<file path="config.mk">
export PLATFORM = sky130hd
export DESIGN_NAME = occ_park_counter
export DESIGN_NICKNAME = d
export VERILOG_FILES = /design/src/rtl/occ_park_pkg.sv /design/src/rtl/occ_bound_detect.sv /design/src/rtl/occ_step_decode.sv /design/src/rtl/occ_sat_counter.sv /design/src/rtl/occ_park_counter.sv
export SDC_FILE = /design/constraint.sdc
export NUM_CORES = 1
export LEC_CHECK = 0
export BUFFER_PORTS_ARGS = -buffer_cell sky130_fd_sc_hd__buf_2
export CAP_MARGIN = 0
export CORE_MARGIN = 2
export CORE_UTILIZATION = 35
export DETAILED_ROUTE_END_ITERATION = 12
export PLACE_DENSITY = 0.65
export SLEW_MARGIN = 40
export SYNTH_ARGS = -nofsm -noshare
export SYNTH_HDL_FRONTEND = slang
export SYNTH_HIERARCHICAL = 1
export SYNTH_SLANG_ARGS = --single-unit
export TNS_END_PERCENT = 10
</file>
<file path="constraint.sdc">
create_clock -name clk -period 2.64 [get_ports clk]
set_input_delay 0.792 -clock clk [delete_from_list [all_inputs] [get_ports clk]]
set_output_delay 0.792 -clock clk [all_outputs]
set_load 0.05 [all_outputs]
</file>
<file path="src/rtl/occ_park_pkg.sv">
package occ_park_pkg;

    localparam int DEF_CAPACITY = 32;

    typedef enum logic [1:0] {
        STEP_HOLD = 2'd0,
        STEP_UP   = 2'd1,
        STEP_DOWN = 2'd2
    } step_e;

    typedef struct packed {
        logic full;
        logic empty;
    } bound_t;

    function automatic step_e pick_step(input logic arrive,
                                        input logic depart,
                                        input bound_t edge_flags);
        step_e s;
        s = STEP_HOLD;
        if (arrive && !depart && !edge_flags.full)
            s = STEP_UP;
        else if (depart && !arrive && !edge_flags.empty)
            s = STEP_DOWN;
        return s;
    endfunction

endpackage

</file>
<file path="src/rtl/occ_bound_detect.sv">
module occ_bound_detect
    import occ_park_pkg::*;
#(
    parameter int CAPACITY = DEF_CAPACITY,
    localparam int CNT_W = $clog2(CAPACITY + 1)
) (
    input  logic [CNT_W-1:0] count,
    output bound_t           flags
);
    localparam logic [CNT_W-1:0] CAP_V = CNT_W'(CAPACITY);

    always_comb begin
        flags.full  = (count == CAP_V);
        flags.empty = (count == '0);
    end
endmodule

</file>
<file path="src/rtl/occ_step_decode.sv">
module occ_step_decode
    import occ_park_pkg::*;
(
    input  logic   arrive,
    input  logic   depart,
    input  bound_t flags,
    output step_e  step
);
    always_comb step = pick_step(arrive, depart, flags);
endmodule

</file>
<file path="src/rtl/occ_sat_counter.sv">
module occ_sat_counter
    import occ_park_pkg::*;
#(
    parameter int CAPACITY = DEF_CAPACITY,
    localparam int CNT_W = $clog2(CAPACITY + 1)
) (
    input  logic             clk,
    input  logic             rst,
    input  step_e            step,
    output logic [CNT_W-1:0] count
);
    always_ff @(posedge clk) begin
        if (rst) begin
            count <= '0;
        end else begin
            case (step)
                STEP_UP:   count <= count + CNT_W'(1);
                STEP_DOWN: count <= count - CNT_W'(1);
                default:   count <= count;
            endcase
        end
    end
endmodule

</file>
<file path="src/rtl/occ_park_counter.sv">
module occ_park_counter
    import occ_park_pkg::*;
#(
    parameter int CAPACITY = DEF_CAPACITY,
    localparam int CNT_W = $clog2(CAPACITY + 1)
) (
    input  logic             clk,
    input  logic             rst,
    input  logic             car_in,
    input  logic             car_out,
    output logic [CNT_W-1:0] occupancy,
    output logic             entry_lock
);
    bound_t           flags;
    step_e            step;
    logic [CNT_W-1:0] count;

    occ_bound_detect #(.CAPACITY(CAPACITY)) u_bound (
        .count (count),
        .flags (flags)
    );

    occ_step_decode u_decode (
        .arrive (car_in),
        .depart (car_out),
        .flags  (flags),
        .step   (step)
    );

    occ_sat_counter #(.CAPACITY(CAPACITY)) u_count (
        .clk   (clk),
        .rst   (rst),
        .step  (step),
        .count (count)
    );

    assign occupancy  = count;
    assign entry_lock = flags.full;
endmodule

</file>
==> reports/metrics.cfg, run 1 <==
[final_layout]
final_common_cell = buf_2
largest_register_ffs = 6
post_layout_nonfiller_instances = 103
reg_top3 = u_count/count (6)
most-common-layout-cells = buf_2 (10), inv_1 (5), a21oi_1 (5), dfxtp_4 (5), buf_4 (5)
diodes = 0
fin_nets = 94
top_register = u_count/count
final_util_pct = 45.1
synthToLayoutAreaGrowth_pct = 24.6
drive_above_1_share_pct = 43.0

[logic_synthesis]
avgSynthCellArea_sq_um = 8.39
synth_cells = 72
synth_top_area_share_pct = 19.9
synth-simple-area-share_pct = 32.5
synth_ff_type = dfxtp_1
muxShareOfSynthArea_pct = 5.18
yosys_warnings = 6
yosys.area_share.adder_pct = 6.21
synth_xor_xnor_area_share_pct = 5.80
syn_nets = 79
synth_edf_count = 0
synth_top_family_by_area = simple AND/OR/NAND/NOR gates
synth_area_sq_um = 604
synthArstFlopShare_pct = 0
synth_cell_types = 38
synth-seq-cells = 6
yosys.area.top_type = dfxtp_1
yosys-top-cells-area = dfxtp_1 (20%), ha_1 (6.2%), a21oi_1 (5.0%)
seq_area_frac_synth_pct = 19.9
synth_compound_area_share_pct = 22.8

[power]
switching_share_pct = 50.8
p_seq_share_pct = 25.7
vdd_ir_drop_max_v = 0.000375
pwr-share-clk_pct = 11.8
leakage_nw = 0.303
p_sw_w = 0.000402
power_density_mw_per_mm2 = 1050
power.share.combinational_pct = 62.4
power.internal_w = 0.000390
p_total_w = 0.000792

[cts]
clock_sinks = 6
clk_pin_slew_worst_paths_ps = 50
post_cts_resize_count = 0
clk_latency_ps = 250
cts_setup_buffers = 0
cts-hold-fix-buffers = 0
cts_max_path_buffers = 2
cts_tree = yes
cts_buffers = 3
cts-htree-levels = 1
clock-root-buffer = clkbuf_4

[drt]
first_pass_iters = 5
antenna_left = 0
wl_per_cell_microns = 14.5
via_count = 603
drc = 0
drt_wl_total_microns = 1500
vias_per_cell = 5.85
drt_iter0_markers = 10

[placement]
dp_cells = 99
hpwl_microns = 1080
place_worst_setup_slack_ps = -58.5
place_congestion = 0.787
port_buffers = 10

[timing]
fmax_ghz = 0.407
holdWs_ps = 554
rsz0062_at_grt = no
max_slew.worst_pin.slew_ps = 417
hold_viol = 0
clock-skew-final_ps = 11.5
worst_slack_ps = 183
report.final.slew_viol_count = 0
finalSetupViolCount = 0
post-route-min-period_ps = 2460
slew_headroom_pct = 72.2
finalCritPeriodShare_pct = 93.1

[grt]
grt_pass1_vias = 551
grt_pass1_wl_microns = 2360
track_usage_pct = 15.7
grt_overflow = 0
grt_max_degree = 13
antenna_found_initial = 0

[hold_path]
hold_class = flop to flop

[worst_setup_path]
cp.required_ps = 2770
crit_path_end_kind = flop
crit_type = flop to flop
cpPeakStageDelay_ps = 390
arrival_ps = 2590
critPathSlowestCell = dfxtp_4
startpoint_type = flop
cpMostUsedCell = ha_2
critPathMaxFanout = 12
path_cells = nor3_2 -> and3_4 -> nor3b_1 -> inv_1 -> ha_2 -> xor2_1 -> ha_2 -> nor2b_2 -> o32ai_4 -> mux2i_1 -> or3_1

[floorplan]
fp.coreArea_sq_mm = 0.00167
dieHeight_microns = 45.6
die_area_sq_mm = 0.00208
die_w_microns = 45.6
row_count = 15
initial_core_util_pct = 36.2
boundaryPins = 11

[flow_run]
drv_cap = 0

[run_status]
outcome = finished clean

==> per-layer routing <==
layer	part of all wire, %	GRT usage (%)	vias up
met5	0	0	-
met4	0.53	10.6	0
met3	4.4	1.98	2
met2	49	24.8	16
met1	46	19.6	292
li1	-	-	293
==> synthesized netlist by cell type (2+ instances only) <==
cell,count
inv_1,5
clkbuf_1,3
nand2b_1,3
dfxtp_1,6
nand3b_1,2
o21ai_0,2
xor2_1,3
ha_1,3
nor2_1,4
or3_1,3
a21oi_1,6
o211ai_1,2
mux2i_1,2
nor2b_1,2
nor3b_1,3
==> area by class of cell <==
class                      count  area, sq um
multi-input combinational     56          459
tap                           17         21.3
clock buffer                   4         26.3
sequential                     6          140
timing repair buffer          15         87.6
fill                         173          917
inverter                       5         18.8
==> worst max-delay path: cells and delay by family (launching register included) <==
family | cells | cell delay [ps]
compound gates | 1 | 90
xor+xnor | 1 | 170
fa+ha+maj | 2 | 460
buf+inv | 1 | 70
flops | 1 | 390
mux | 1 | 130
simple gates | 5 | 1020
==> cells by family (layout without fill, tap and decap cells) <==
family,after synthesis,in the layout
multiplexers,3,3
AO/OA/AOI/OAI,17,17
buffers and inverters,10,24
XOR/XNOR,4,4
flip-flops,6,6
adder cells (fa/ha/maj),3,3
AND/OR/NAND/NOR,29,29
==> path summary, 6_finish.rpt <==
| kind | startpoint | end | slack [ps] | depth (start not counted) |
|---|---|---|---|---|
| setup reg to reg | u_count/count[1] | u_count/count[4] | 180 | 11 |
| hold / removal | u_count/count[2] | u_count/count[2] | 550 | 2 |
| hold reg to reg | u_count/count[2] | u_count/count[2] | 550 | 2 |
| setup / recovery | u_count/count[1] | u_count/count[4] | 180 | 11 |
==> power groups by stage <==
stage          Combinational [W]   Clock, W  Sequential, W
2_1_floorplan           0.000320          0       0.000275
3_3_place_gp            0.000479          0       0.000203
3_5_place_dp            0.000492          0       0.000203
4_1_cts                 0.000494   0.000100       0.000203
5_1_grt                 0.000532   0.000105       0.000214
6_report                0.000494  0.0000938       0.000204
==> per-stage QoR <==
step / area [sq um] / setup TNS, ps
after detailed placement: 727 / -58.5
after CTS: 753 / 0
after global placement: 727 / -1.31
after floorplan: 652 / 0
final: 753 / 0
after global routing: 753 / 0
(Power assumes the default switching activity.)
==> run 2: changes to the inputs <==
- CORE_UTILIZATION: 35 -> 30
- CTS_BUF_LIST: not set -> sky130_fd_sc_hd__clkbuf_2
- PLACE_DENSITY: 0.65 -> 0.59
- SKIP_CTS_REPAIR_TIMING: not set -> 1
==> run 2 against run 1 <==
Die area is 15% higher; worst hold slack better by 5.5 ps; final cell count is 12% higher; total power is 1.2% lower; clock power is 19% lower; register-to-register slack better by 20 ps; via count is 3.3% lower; critical endpoint unchanged; largest cell class unchanged.
==> reports/metrics.cfg, run 2 (synthesis gave the netlist of run 1 again) <==
[run_status]
outcome = finished clean

[hold_path]
hold_end = u_count/count[2]
hold_depth = 2  ; unchanged
hp-start = u_count/count[2]
hold_class = flop to flop

[final_layout]
fin_nets = 96  ; +2.1%
diodes = 0  ; unchanged
finalInstanceArea_sq_um = 774  ; +2.8%
largest_register_ffs = 6  ; unchanged
post_layout_nonfiller_instances = 115  ; +12%
drive_above_1_share_pct = 45.5  ; +2.4 points
most-common-layout-cells = buf_2 (10), buf_4 (7), inv_1 (5), a21oi_1 (5), dfxtp_4 (5)
top_register = u_count/count
final_common_cell = buf_2
fillers = 204  ; +18%
synthToLayoutAreaGrowth_pct = 28.2
reg_top3 = u_count/count (6)

[timing]
post-route-min-period_ps = 2460  ; +0.585 ps
slew_headroom_pct = 78.3  ; +6.1 points
finalSetupViolCount = 0  ; unchanged
rsz0062_at_grt = no
hold_viol = 0  ; unchanged
finalCritPeriodShare_pct = 93.1  ; about the same
report.final.slew_viol_count = 0  ; unchanged
tns_ps = 0  ; unchanged
fmax_ghz = 0.407  ; about the same
max_slew.worst_pin.slew_ps = 325  ; -91.2 ps
clock-skew-final_ps = 8.32  ; -3.17 ps
holdWs_ps = 560  ; +5.46 ps

[cts]
cts_tree = yes
cts_max_path_buffers = 2  ; unchanged
cts_buffers = 3  ; unchanged
clk_latency_ps = 230  ; -20 ps
clock_sinks = 6  ; unchanged
clock-root-buffer = clkbuf_2
cts-htree-levels = 1  ; unchanged
clk_pin_slew_worst_paths_ps = 70  ; +20 ps

[floorplan]
row_count = 16  ; +1
die_w_microns = 48.9  ; +7.3%
boundaryPins = 11  ; unchanged
die_area_sq_mm = 0.00239  ; +15%
fp.coreArea_sq_mm = 0.00192  ; +15%
initial_core_util_pct = 31.4  ; -4.7 points
dieHeight_microns = 48.9  ; +7.3%

[drt]
drt_wl_total_microns = 1340  ; -10%
antenna_left = 0  ; unchanged
via_count = 583  ; -3.3%
wl_per_cell_microns = 11.7  ; -20%
vias_per_cell = 5.07  ; -13%
drt_iter0_markers = 7  ; -3
drc = 0  ; unchanged
first_pass_iters = 3  ; -2

[grt]
grt_max_degree = 13  ; unchanged
track_usage_pct = 12.6  ; -3.0 points
grt_pass1_wl_microns = 2310  ; -2.0%
antenna_found_initial = 0  ; unchanged
grt_pass1_vias = 538  ; -2.4%
grt_overflow = 0  ; unchanged

[worst_setup_path]
cpMostUsedCell = ha_2
r2r-start = u_count/count[1]
critPathMaxFanout = 5  ; -7
crit_buf_inv = 1  ; unchanged
crit_type = primary input to flop
cpPeakStageDelay_ps = 370  ; -20 ps
r2r-end = u_count/count[4]
reg2reg_slack_ps = 200  ; +20 ps
arrival_ps = 2560  ; -30 ps
crit_path_end_kind = flop
startpoint_type = primary input
path_cells = buf_2 -> nor3b_2 -> ha_2 -> xor2_1 -> ha_2 -> nor2b_2 -> o32ai_4 -> mux2i_1 -> or3_1
critPathSlowestCell = or3_1
r2r.worst_path.cells = 10  ; -1
path_delay_family = simple AND/OR/NAND/NOR gates
cp.required_ps = 2740  ; -30 ps

[placement]
dp_cells = 111  ; +12%
port_buffers = 10  ; unchanged
hpwl_microns = 1030  ; -4.6%
place_congestion = 0.745  ; -5.4%
postPlaceCellArea_sq_um = 754  ; +3.8%

[power]
leakage_nw = 0.315  ; +3.8%
vdd_ir_drop_max_v = 0.000320  ; -15%
power_density_mw_per_mm2 = 1010  ; -3.9%

[flow_run]
drv_cap = 0  ; unchanged

[run 2: cell count changes in the layout (fill, tap and decap cells not counted)]
cell,delta
clkbuf_1,-1
clkbuf_2,+4
buf_4,+2
clkbuf_4,-3
[run 2: how the worst max path moves through the flow]
| stage | from | end | slack (ps) | depth (start not counted) |
|---|---|---|---|---|
| floorplan | car_out | u_count/count[4] | 7 | 10 |
| global route | u_count/count[1] | u_count/count[4] | 60 | 11 |
| CTS | u_count/count[1] | u_count/count[4] | 200 | 10 |
| detailed placement | car_out | u_count/count[4] | -30 | 10 |
| global placement | car_out | u_count/count[4] | -6 | 10 |
| finish | car_in | u_count/count[4] | 180 | 9 |
[run 2: tightest hold or removal path: stages (launching register included)]
cell     delay [ps]
dfxtp_4         380
o21ai_0          80
a21oi_1          60
[run 2: power breakdown]
group / leakage, nW / internal [W] / switching (W) / total, W
Clock: 0.0166 / 0.0000402 / 0.0000359 / 0.0000761
Combinational: 0.245 / 0.000211 / 0.000291 / 0.000502
Sequential: 0.0531 / 0.000133 / 0.0000710 / 0.000204
[run 2: area by class of cell]
cell class	instances	area [sq um]	share of cell area, %
multi-input cells	56	459	59.3
flip-flops and latches	6	140	18.1
repair buffers	17	103	13.2
well taps	27	33.8	4.36
clock buffers	4	20.0	2.58
inverters	5	18.8	2.42
[run 2: layer usage]
layer	share of wire [%]	global-route usage, %	vias to the layer above
li1	-	-	300
met1	45	13.3	273
met2	51	22.4	8
met3	2.6	4.60	2
met4	0.89	5.71	0
met5	0	0	-
[run 2: metrics by stage]
step / setup slack (ps) / total power (W) / utilization [%]
after global placement: -5.76 / 0.000701 / 39.3
after global routing: 56.3 / 0.000849 / 40.3
final: 182 / 0.000782 / 40.3
after detailed placement: -30.5 / 0.000711 / 39.3
after floorplan: 6.80 / 0.000595 / -
after CTS: 201 / 0.000793 / 40.3
==> run 3: changes to the inputs <==
- clock period: 2.64 -> 2.1 ns (I/O delays scaled with it)
==> run 3 against run 2 <==
The run now ends with setup timing left; final area grew 12%; critical path depth up 2; non-clock buffer count is 7 higher; register-to-register slack got worse by 380 ps; largest cell class unchanged; highest routed layer is now met3.
==> reports/metrics.cfg, run 3 (synthesis gave the netlist of run 1 again) <==
[drt]
antenna_left = 0  ; unchanged
drt_iter0_markers = 11  ; +4
met1_length_microns = 754  ; +24%
drt_wl_total_microns = 1620  ; +21%
dr.max_layer_used = met3
wl_met2_microns = 797  ; +17%
vias_per_cell = 5.17  ; +2.1%
drc = 0  ; unchanged
via_count = 626  ; +7.4%
first_pass_iters = 4  ; +1
met3_wirelength_microns = 67  ; +91%
wl_per_cell_microns = 13.4  ; +15%

[final_layout]
largest_register_ffs = 6  ; unchanged
most-common-layout-cells = buf_4 (14), buf_2 (10), dfxtp_4 (6)
final_common_cell = buf_4
post_layout_nonfiller_instances = 121  ; +5.2%
final_util_pct = 45.0  ; +4.7 points
diodes = 0  ; unchanged
top_register = u_count/count
reg_top3 = u_count/count (6)
drive_above_1_share_pct = 54.3  ; +8.8 points
fillers = 208  ; +2.0%
synthToLayoutAreaGrowth_pct = 43.1
fin_nets = 103  ; +7.3%

[placement]
place_congestion = 0.752  ; +0.99%
dp_cells = 118  ; +6.3%
hpwl_microns = 1180  ; +14%
port_buffers = 10  ; unchanged

[floorplan]
initial_core_util_pct = 31.4  ; unchanged
die_area_sq_mm = 0.00239  ; unchanged
dieHeight_microns = 48.9  ; unchanged
die_w_microns = 48.9  ; unchanged
boundaryPins = 11  ; unchanged
fp.coreArea_sq_mm = 0.00192  ; unchanged
row_count = 16  ; unchanged

[worst_setup_path]
crit_path_end_kind = flop
startpoint_type = flop
critPathMaxFanout = 4  ; -1
cp.required_ps = 2190  ; -550 ps
arrival_ps = 2370  ; -190 ps
r2r.worst_path.cells = 11  ; +1
crit_type = flop to flop

[hold_path]
hold_class = primary input to flop
hold_depth = 2  ; unchanged

[cts]
cts_buffers = 3  ; unchanged
clk_latency_ps = 210  ; -20 ps
clk_pin_slew_worst_paths_ps = 60  ; about the same
cts_tree = yes
cts_max_path_buffers = 2  ; unchanged
clock_sinks = 6  ; unchanged
clock-root-buffer = clkbuf_2
cts-htree-levels = 1  ; unchanged

[timing]
holdWs_ps = 674  ; +114 ps
finalCritPeriodShare_pct = 109
slew_headroom_pct = 81.0  ; +2.7 points
hold_viol = 0  ; unchanged
finalSetupViolCount = 3  ; +3
fmax_ghz = 0.439
worst_slack_ps = -179  ; -361 ps
clock-skew-final_ps = 7.75  ; -0.570 ps
rsz0062_at_grt = yes
report.final.slew_viol_count = 0  ; unchanged
post-route-min-period_ps = 2280
max_slew.worst_pin.slew_ps = 281  ; -44.0 ps

[grt]
grt_overflow = 0  ; unchanged
grt_max_degree = 13  ; unchanged
grt_pass1_vias = 530  ; -1.5%
track_usage_pct = 12.9  ; +0.23 points
grt_pass1_wl_microns = 2420  ; +4.5%
antenna_found_initial = 0  ; unchanged

[power]
vdd_ir_drop_max_v = 0.000700  ; +120%
power_density_mw_per_mm2 = 1280  ; +26%
leakage_nw = 0.356  ; +13%

[run_status]
outcome = finished, violations left
violations = setup timing

[flow_run]
drv_cap = 0  ; unchanged

[run 3: area by class of cell]
type | instances | area, sq um | share of cell area, %
Tap cell | 27 | 33.8 | 3.91
Inverter | 5 | 18.8 | 2.17
Multi-Input combinational cell | 56 | 499 | 57.7
Sequential cell | 6 | 143 | 16.5
Timing Repair Buffer | 24 | 155 | 17.9
Clock buffer | 3 | 15.0 | 1.74
[run 3: metrics by stage]
step	TNS (ps)	cell area, sq um	setup slack [ps]	total power (W)
floorplan	-1100	662	-479	0.000751
global placement	-1170	817	-360	0.000952
detailed placement	-1370	817	-407	0.000970
CTS	-662	832	-236	0.00105
global route	-793	865	-302	0.00117
finish	-401	865	-179	0.00110
[run 3: path summary, 6_finish.rpt]
path              slack [ps]              from                to
setup / recovery        -180  u_count/count[0]  u_count/count[4]
hold / removal           670               rst  u_count/count[2]
setup reg to reg        -180  u_count/count[0]  u_count/count[4]
hold reg to reg          710  u_count/count[0]  u_count/count[0]
[run 3: critical path, cell delays in order, from the launching register on]
cell and delay, ps:
dfxtp_4 360, nor3_4 50, and3_4 160, nor3b_2 160
inv_1 70, ha_2 210, xor2_1 170, ha_2 200
nor2b_4 130, o32ai_4 250, mux2i_1 100, or3_1 300
[run 3: routing by layer]
| layer | vias to the layer above | global-route usage (%) |
|---|---|---|
| met5 | - | 0 |
| met4 | 0 | 0 |
| met3 | 0 | 3.68 |
| met2 | 17 | 22.4 |
| met1 | 299 | 16.8 |
| li1 | 310 | - |
[run 3: power by group]
| part | internal, W | total [W] | switching [W] |
|---|---|---|---|
| logic | 0.000346 | 0.000825 | 0.000478 |
| registers | 0.000168 | 0.000201 | 0.0000330 |
| clock network | 0.0000387 | 0.0000769 | 0.0000383 |
| total | 0.000553 | 0.00110 | 0.000550 |
